==> config.mk <==
export PLATFORM = sky130hd
export DESIGN_NAME = pwr_state_ctrl
export DESIGN_NICKNAME = d
export VERILOG_FILES = /design/src/rtl/pwr_state_pkg.sv /design/src/rtl/pwr_restart_cnt.sv /design/src/rtl/pwr_cyc_issue.sv /design/src/rtl/pwr_state_ctrl.sv
export SDC_FILE = /design/constraint.sdc
export NUM_CORES = 1
export LEC_CHECK = 0
export ABC_CLOCK_PERIOD_IN_PS = 2020
export BUFFER_PORTS_ARGS = -buffer_cell sky130_fd_sc_hd__buf_2
export CAP_MARGIN = 5
export CORE_UTILIZATION = 48
export CTS_CLUSTER_DIAMETER = 30
export DETAILED_ROUTE_END_ITERATION = 12
export HOLD_SLACK_MARGIN = 0.03
export PLACE_DENSITY = 0.74
export SLEW_MARGIN = 20
export SYNTH_ARGS = -nofsm -noshare
export SYNTH_HDL_FRONTEND = slang
export SYNTH_HIERARCHICAL = 1
export SYNTH_SLANG_ARGS = --single-unit
==> constraint.sdc <==
create_clock -name clk -period 2.02 [get_ports clk]
set_input_delay 0.101 -clock clk [delete_from_list [all_inputs] [get_ports clk]]
set_output_delay 0.101 -clock clk [all_outputs]
set_load 0.005 [all_outputs]
==> src/rtl/pwr_state_pkg.sv <==
package pwr_state_pkg;

    typedef enum logic [2:0] {
        PS_RUN     = 3'd0,
        PS_HALTED  = 3'd1,
        PS_GRANT   = 3'd2,
        PS_STOPPED = 3'd3,
        PS_SNOOP   = 3'd4
    } pstate_e;

    typedef enum logic {
        CYC_HALT  = 1'b0,
        CYC_GRANT = 1'b1
    } cyc_e;

endpackage

==> src/rtl/pwr_restart_cnt.sv <==
// Counts consecutive clock-present cycles after the input clock restarts.
module pwr_restart_cnt #(
    parameter int CYCLES = 8
) (
    input  logic clk,
    input  logic rst_n,
    input  logic clr_i,
    input  logic run_i,
    output logic done_o
);
    localparam int W = (CYCLES > 1) ? $clog2(CYCLES) : 1;
    localparam logic [W-1:0] LAST = W'(CYCLES - 1);

    logic [W-1:0] cnt_d, cnt_q;

    always_comb begin
        cnt_d = cnt_q;
        if (clr_i || !run_i) begin
            cnt_d = '0;
        end else if (cnt_q == LAST) begin
            cnt_d = '0;
        end else begin
            cnt_d = cnt_q + 1'b1;
        end
    end

    assign done_o = run_i && !clr_i && (cnt_q == LAST);

    always_ff @(posedge clk or negedge rst_n) begin
        if (!rst_n) begin
            cnt_q <= '0;
        end else begin
            cnt_q <= cnt_d;
        end
    end

endmodule

==> src/rtl/pwr_cyc_issue.sv <==
// Issues a one-cycle special bus cycle request and tracks its completion.
module pwr_cyc_issue
    import pwr_state_pkg::*;
(
    input  logic clk,
    input  logic rst_n,
    input  logic flush_i,
    input  logic start_i,
    input  cyc_e type_i,
    input  logic done_i,
    output logic req_o,
    output cyc_e type_o,
    output logic busy_o,
    output logic fin_o
);
    typedef struct packed {
        logic req;
        logic busy;
        cyc_e typ;
    } iss_t;

    iss_t s_d, s_q;

    always_comb begin
        s_d     = s_q;
        s_d.req = 1'b0;
        fin_o   = s_q.busy && done_i && !flush_i;
        if (flush_i) begin
            s_d.busy = 1'b0;
        end else if (start_i && !s_q.busy) begin
            s_d.req  = 1'b1;
            s_d.busy = 1'b1;
            s_d.typ  = type_i;
        end else if (fin_o) begin
            s_d.busy = 1'b0;
        end
    end

    always_ff @(posedge clk or negedge rst_n) begin
        if (!rst_n) begin
            s_q <= '{req: 1'b0, busy: 1'b0, typ: CYC_HALT};
        end else begin
            s_q <= s_d;
        end
    end

    assign req_o  = s_q.req;
    assign type_o = s_q.typ;
    assign busy_o = s_q.busy;

endmodule

==> src/rtl/pwr_state_ctrl.sv <==
// Power state sequencer: running, halted, stop-granted, clock-stopped, snoop.
module pwr_state_ctrl
    import pwr_state_pkg::*;
#(
    parameter int NUM_WAKE       = 4,
    parameter int RESTART_CYCLES = 8
) (
    input  logic                clk,
    input  logic                rst_n,
    input  logic                cpu_reset_i,
    input  logic                halt_i,
    input  logic                stop_n_i,
    input  logic [NUM_WAKE-1:0] wake_i,
    input  logic                snoop_i,
    input  logic                clk_present_i,
    input  logic                cyc_done_i,
    output logic [2:0]          state_o,
    output logic                req_o,
    output logic                cyc_type_o,
    output logic                core_clk_en_o,
    output logic                inval_o,
    output logic                pin_hold_o
);
    typedef struct packed {
        pstate_e st;
        pstate_e tgt;
        pstate_e ret;
        logic    from_halt;
    } fsm_t;

    fsm_t q, d;
    logic start, busy, fin, restart_done, wake_any;
    cyc_e start_type, cur_type;

    assign wake_any = |wake_i;

    pwr_cyc_issue i_issue (
        .clk     (clk),
        .rst_n   (rst_n),
        .flush_i (cpu_reset_i),
        .start_i (start),
        .type_i  (start_type),
        .done_i  (cyc_done_i),
        .req_o   (req_o),
        .type_o  (cur_type),
        .busy_o  (busy),
        .fin_o   (fin)
    );

    pwr_restart_cnt #(
        .CYCLES (RESTART_CYCLES)
    ) i_restart (
        .clk    (clk),
        .rst_n  (rst_n),
        .clr_i  (cpu_reset_i),
        .run_i  ((q.st == PS_STOPPED) && clk_present_i),
        .done_o (restart_done)
    );

    always_comb begin
        d          = q;
        start      = 1'b0;
        start_type = CYC_HALT;
        if (cpu_reset_i) begin
            d.st        = PS_RUN;
            d.tgt       = PS_RUN;
            d.ret       = PS_RUN;
            d.from_halt = 1'b0;
        end else if (busy) begin
            if (fin) begin
                d.st = q.tgt;
            end
        end else begin
            unique case (q.st)
                PS_RUN: begin
                    if (!stop_n_i) begin
                        start       = 1'b1;
                        start_type  = CYC_GRANT;
                        d.tgt       = PS_GRANT;
                        d.from_halt = 1'b0;
                    end else if (halt_i) begin
                        start      = 1'b1;
                        start_type = CYC_HALT;
                        d.tgt      = PS_HALTED;
                    end
                end
                PS_HALTED: begin
                    if (wake_any) begin
                        d.st = PS_RUN;
                    end else if (!stop_n_i) begin
                        start       = 1'b1;
                        start_type  = CYC_GRANT;
                        d.tgt       = PS_GRANT;
                        d.from_halt = 1'b1;
                    end else if (snoop_i) begin
                        d.st  = PS_SNOOP;
                        d.ret = PS_HALTED;
                    end
                end
                PS_GRANT: begin
                    if (!clk_present_i) begin
                        d.st = PS_STOPPED;
                    end else if (snoop_i) begin
                        d.st  = PS_SNOOP;
                        d.ret = PS_GRANT;
                    end else if (stop_n_i) begin
                        if (q.from_halt) begin
                            start       = 1'b1;
                            start_type  = CYC_HALT;
                            d.tgt       = PS_HALTED;
                            d.from_halt = 1'b0;
                        end else begin
                            d.st = PS_RUN;
                        end
                    end
                end
                PS_STOPPED: begin
                    if (restart_done) begin
                        d.st = PS_GRANT;
                    end
                end
                PS_SNOOP: begin
                    d.st = q.ret;
                end
                default: begin
                    d.st = PS_RUN;
                end
            endcase
        end
    end

    always_ff @(posedge clk or negedge rst_n) begin
        if (!rst_n) begin
            q <= '{st: PS_RUN, tgt: PS_RUN, ret: PS_RUN, from_halt: 1'b0};
        end else begin
            q <= d;
        end
    end

    assign state_o       = q.st;
    assign cyc_type_o    = cur_type;
    assign core_clk_en_o = (q.st == PS_RUN) || (q.st == PS_SNOOP);
    assign inval_o       = (q.st == PS_SNOOP);
    assign pin_hold_o    = (q.st == PS_GRANT) || (q.st == PS_STOPPED) ||
                           ((q.st == PS_SNOOP) && (q.ret == PS_GRANT));

endmodule

== Word level (Yosys, flattened, before mapping) ==
Cells that the tools add are included.

* Output and inout port bits: 8
* Logic and storage cells: 109
* Flip-flop bits (word level): 16
* Input bits: 12

* Bitwise gates (word level): 1
* Add/subtract/negate cells: 1
* Equal/unequal tests: 25
* Mux-type cells: 50
* Reductions and logical operators: 24

{| class="wikitable"
|+ Operators with widths
! operator !! number
|-
| $mux W3 || 19
|-
| $ne A3 B3 Y1 const B || 11
|-
| $mux W7 || 3
|-
| $mux W1 || 20
|-
| $pmux W3 S5 || 1
|-
| $reduce_and A7 Y1 || 2
|-
| $ne A6 B5 Y1 const B || 2
|-
| $mux W10 || 1
|-
| $ne A5 B4 Y1 const B || 2
|-
| $eq A3 B2 Y1 const B || 3
|-
| $pmux W3 S3 || 1
|-
| $reduce_and A9 Y1 || 1
|-
| $reduce_and A8 Y1 || 1
|-
| $logic_and A1 B1 Y1 || 7
|-
| $eq A3 B3 Y1 const B || 2
|-
| $mux W6 || 1
|-
| $pmux W1 S3 || 2
|-
| $pmux W3 S2 || 1
|-
| $reduce_bool A3 Y1 || 2
|-
| $logic_or A1 B1 Y1 || 4
|-
| $ne A4 B2 Y1 const B || 1
|-
| $ne A4 B4 Y1 const B || 1
|-
| $reduce_bool A4 Y1 || 1
|-
| $reduce_or A4 Y1 || 1
|-
| 9 further kinds || 11
|}

== Depth between registers and ports, before layout ==
* Depth in word-level cells: 10
* Gate-level depth with buffers: 8
* Depth with buffers taken out: 7

== By module ==
The synthesis kept the hierarchy.

{| class="wikitable"
|+ Modules (own cells, without submodules)
! module !! cells each !! seq. area each (um^2) !! area an instance (um^2) !! instances
|-
| pwr_state_ctrl || 91 || 200.2 || 745.7 || 1
|-
| pwr_restart_cnt || 9 || 75.1 || 141.4 || 1
|-
| pwr_cyc_issue || 8 || 75.1 || 118.9 || 1
|}

== Worst setup path before layout ==
Ideal clock, no wire load.

* Path kind: flip-flop to flip-flop
* From: register q, in the netlist state_o[0]
* To: register q, in the netlist state_o[0]
* Cell stages (with the launch flop): 9
* Period minus slack after synthesis: 2040 ps
* Library setup time: 128 ps
* Slack: -20 ps
* Data required time: 1892 ps
* Path buffers: 1
* Arrival time: 1913 ps
* Cell sequence: dfrtp_1 -> buf_2 -> nand2_1 -> nor2_1 -> and3b_1 -> and3b_1 -> o311a_1 -> a211oi_2 -> mux2_1

* Cells in the longest elaborated chain, start to end: 6
* Elaborated cells between the ends (all ways): 18
* Classes of those cells: eq/ne: 10; mux: 3; reduce/logical: 5

{| class="wikitable"
|+ RTL lines
! item !! line !! source
|-
| start, declared || pwr_state_ctrl.sv:31 || <nowiki>fsm_t q, d;</nowiki>
|-
| start signal, assigned || pwr_state_ctrl.sv:134 || <nowiki>q <= '{st: PS_RUN, tgt: PS_RUN, ret: PS_RUN, from_halt: 1'b0};</nowiki>
|-
| $eq A3 B2 Y1 || pwr_state_ctrl.sv:56 || <nowiki>.run_i ((q.st == PS_STOPPED) && clk_present_i),</nowiki>
|-
| $logic_and A1 B1 Y1 || pwr_state_ctrl.sv:56 ||
|-
| $logic_and A1 B1 Y1 (2 in series) || pwr_restart_cnt.sv:27 || <nowiki>assign done_o = run_i && !clr_i && (cnt_q == LAST);</nowiki>
|-
| net restart_done || pwr_state_ctrl.sv:32 || <nowiki>logic start, busy, fin, restart_done, wake_any;</nowiki>
|-
| $ne A4 B2 Y1 (no source line) || - ||
|-
| $reduce_and A7 Y1 (no source line) || - ||
|}

The timed path passes the listed nets, and every way through them passes these cells.
A chain may end at the register's enable or synchronous reset.

== Final worst setup path ==
* From: register i_restart.cnt_q[0]
* To: register q, in the netlist state_o[2]

* Cells in the longest elaborated chain, start to end: 4

{| class="wikitable"
|+ RTL lines
! item !! line !! source
|-
| start, declared || pwr_restart_cnt.sv:14 || <nowiki>logic [W-1:0] cnt_d, cnt_q;</nowiki>
|-
| start signal, assigned || pwr_restart_cnt.sv:33 || <nowiki>cnt_q <= cnt_d;</nowiki>
|-
| $eq A3 B3 Y1 || pwr_restart_cnt.sv:27 ||
|-
| $logic_and A1 B1 Y1 || pwr_restart_cnt.sv:27 ||
|-
| net restart_done || pwr_state_ctrl.sv:32 ||
|-
| $ne A4 B2 Y1 (no source line) || - ||
|-
| $reduce_and A7 Y1 (no source line) || - ||
|}

The timed path passes the listed nets, and every way through them passes these cells.

==> run summary <==
Sequential cells were found to cover 34.8% of the synthesized design area. Counting flops with an async set or reset pin after synthesis yields a share of 100%. In this run, synthesis inferred 0 flip-flops with an integrated enable.

The area growth from synthesis to final layout is 38.2%, and the number of design rule violations left after detail routing is 0. In this run, the combinational gates consume 40.6% of the power. For this design the ratio of total power to cell area is 630 nW/um^2. The share of total power dissipated in the clock network is 22.4%. Most used flip-flop cell after synthesis: dfrtp_1. The kind of end point of the critical path was a flip-flop. The number of fill cells is 163, and the measured slew at the worst slew-check pin is 513 ps.

The logs give 167 for the number of cells in the design after placement and 0.481 GHz for the timing-limited maximum frequency. The number of pins with negative max-slew slack in the final report is 0. Mean number of vias per cell: 5.71. The core outline area was 1960 sq um. The library cell used most frequently in the layout, excluding fill and tap cells, is buf_4.

For the post-route total power, the log shows 876 uW. In this run, flip-flops and latches consume 37.0% of the power. The first detailed-routing pass took 4 iterations. In the global route stage, met2 resource usage came out at 38.6%.

The clock passes through at most 2 buffers. Prior to clock tree synthesis, the placed netlist has a worst setup slack of -105 ps. Number of maximum-capacitance violations: 0. Global routing used 22.9% of the available tracks across all layers.

The number of clock sinks is 14, and the post-synthesis cell area is 1010 sq um. The area after detailed placement is 1250 sq um. The distinct cell type count after synthesis is 45.

The number of ports placed on the die boundary came out at 20. Dividing the detail-routed wire length by the instance count gives 14.9 um. The worst-case IR drop observed on VDD is 0.496 mV.

The data arrival time of the critical path is 2240 ps, and the met3 layer usage reported by global route is 2.64%. The detailed placement HPWL was 1900 um. The run gives 270 ps as the insertion delay of the later-clocked pin in the worst-skew pair.

The number of antenna violations at the first check in global routing came out at 0. The final clock period utilization by the worst path came out at 103%. The height of the die was 47.8 um; the number of global-route vias before repair was 925.

The static leakage was 0.690 nW. The internal power of the cells totals 593 uW. After global routing, the most crowded layer is met2. Switching share of power: 32.3%. In this run the tool buffered the top-level ports with 19 buffer cells. Once the floorplan was initialized, standard cells occupied 51.3% of the core. The run gives 0.886 as the placer's final routability congestion estimate.

The tools report the CTS root buffer as clkbuf_4. The number of rows in the core area came out at 16. For this run, the share of the core covered by cells in the final layout is 70.9%. Of all nets on the critical path, the largest fanout is 3.

The run gives 3 as the total setup violations reported at the end of the flow. The flow ran to the end, but the final reports show violations. In this run the remaining antenna-violating nets after routing total 0. Entering global routing, the biggest net connects 15 pins. Summing all non-filler instances in the final layout gives an area of 1390 sq um.

Hold is met by 64.0 ps. The total inserted antenna cells is 0. The cell that appears most often on the critical path is and3b_1. For met1 alone, demand over resource in global routing was 29.8%. The tools report the synthesis warning total as 6. The fraction of final layout cells sized beyond drive strength 1 works out to 43.3%. The critical path in this run is classified as flip-flop to flip-flop.

Maximum cell stage delay along the critical path: 360 ps. STA classifies the critical path startpoint as a flip-flop. The die area came out at 2280 sq um.

The net count reported at finish is 165. In the layout the commonest cells are 26 x buf_4, 19 x buf_2, 14 x dfrtp_1. TritonCTS built the clock tree. The setup slack of the critical path after layout is -61.0 ps, and the wire length after detailed routing is 2640 um.

Buffers inserted during clock tree synthesis total 3. The run gives 0 as the global route total overflow. The path class of the lowest-slack min-delay path was input pin to flip-flop. Measured along the x axis, the die boundary spans 47.8 um.

Switching power of the nets: 282 uW. The clock-pin slew reported for the worst setup and hold paths after clock tree synthesis is 80 ps, and the required time at the worst-slack endpoint is 2180 ps. Once layout is complete, the cells apart from fillers number 177. The checks that failed: negative setup slack. First-pass GRT wire length: 3680 um. Across the routed clock network, the largest skew measured is 4.17 ps.

After synthesis, the mean cell area works out to 9.31 sq um. The critical path goes through ha_2, ha_4, and3b_1, and3b_1, o311a_1, a211oi_4, mux2_1. The largest individual stage delay along the critical path comes from the cell dfrtp_1. The logs give 1010 for the vias after detailed routing and 122 for the net count after synthesis. Setup repair after global routing could not meet its margin everywhere. The first routing iteration left 41 violations. Measured against its own limit, the worst slew margin works out to 65.3%. Number of instances in the synthesized netlist: 108.

The logs give 1 for the H-tree level count and 0 for the hold violation total from the final report. The post-synthesis register bit count is 14, and the final critical-path required period is 2080 ps. The final sum of negative setup slack was -135 ps.
cells by family (layout without fill, tap and decap cells):
family / count (synthesis) / count (layout) / share of synthesized area (%)
AOI/OAI and AO/OA: 25 / 25 / 18.4
adders and majority gates: 2 / 2 / 2.49
buffers and inverters: 13 / 55 / 6.59
DFF: 14 / 14 / 34.8
muxes: 5 / 5 / 5.47
and+or+nand+nor: 49 / 49 / 32.2
registers in the layout, summed over array words and instances, names as in the netlist:
name and cells:
i_issue/req_o 1, i_issue/type_o 1, state_o 3, q 5
i_issue/busy_o 1, i_restart/cnt_q 3
worst max-delay path, delay by kind of cell, from the launching register on:
kind,cells,cell delay (ps)
AO/OA/AOI/OAI,2,570
adder cells (fa/ha/maj),2,350
flip-flops,1,360
multiplexers,1,360
AND/OR/NAND/NOR,2,320
timing repair:
| item | in CTS | in global routing |
|---|---|---|
| resized for setup | 3 | 8 |
| pin swaps | 0 | 0 |
| endpoints found under the setup margin | 4 | 4 |
| endpoints found under the hold margin | 15 | 0 |
| hold buffers | 2 | 0 |
| buffers inserted | 2 | 2 |
worst paths after layout:
path	end	slack [ps]	cells past startpoint	from
max	state_o[2]$_DFFE_PN0P_	-60	7	i_restart/cnt_q[0]$_DFF_PN0_
min	i_restart/cnt_q[0]$_DFF_PN0_	60	2	cpu_reset_i
max reg2reg	state_o[2]$_DFFE_PN0P_	-60	7	i_restart/cnt_q[0]$_DFF_PN0_
min reg2reg	i_issue/type_o$_DFFE_PN0P_	500	1	i_issue/type_o$_DFFE_PN0P_
max in group asynchronous	i_restart/cnt_q[2]$_DFF_PN0_	1520	2	rst_n
min in group asynchronous	q[0]$_DFFE_PN0P_	260	2	rst_n
per-layer routing:
| metal | part of all wire (%) | wire length (um) | vias to the layer above |
|---|---|---|---|
| li1 | - | - | 479 |
| met5 | 0 | 0 | - |
| met2 | 49 | 1310 | 48 |
| met3 | 6.4 | 170 | 4 |
| met4 | 1.0 | 27 | 0 |
| met1 | 43 | 1140 | 479 |
power groups by stage:
| stage | Combinational [mW] | Sequential (mW) | Clock [mW] |
|---|---|---|---|
| 3_5_place_dp | 0.323 | 0.328 | 0 |
| 6_report | 0.356 | 0.324 | 0.196 |
| 3_3_place_gp | 0.318 | 0.327 | 0 |
| 4_1_cts | 0.336 | 0.322 | 0.207 |
| 5_1_grt | 0.386 | 0.327 | 0.219 |
| 2_1_floorplan | 0.177 | 0.333 | 0 |
cell type report:
class	instances	area [sq um]	area share (%)
sequential	14	350	25.2
timing repair buffer	47	310	22.3
clock buffer	4	36.3	2.61
inverter	4	15.0	1.08
tap	27	33.8	2.43
multi-input combinational	81	644	46.4
cells in the mapped netlist, types with 3 or more instances:
| master | number | area (sq um) |
|---|---|---|
| nor2_1 | 9 | 33.8 |
| mux2_1 | 4 | 45.0 |
| o21ai_0 | 5 | 25.0 |
| inv_1 | 4 | 15.0 |
| dfrtp_1 | 14 | 350 |
| nand2b_1 | 3 | 18.8 |
| and3b_1 | 6 | 52.6 |
| nand2_1 | 10 | 37.5 |
| buf_2 | 5 | 25.0 |
| a21oi_1 | 3 | 15.0 |
| buf_4 | 3 | 22.5 |
| nor2b_1 | 3 | 18.8 |
| nand3_1 | 3 | 15.0 |
(Power assumes the default switching activity.)
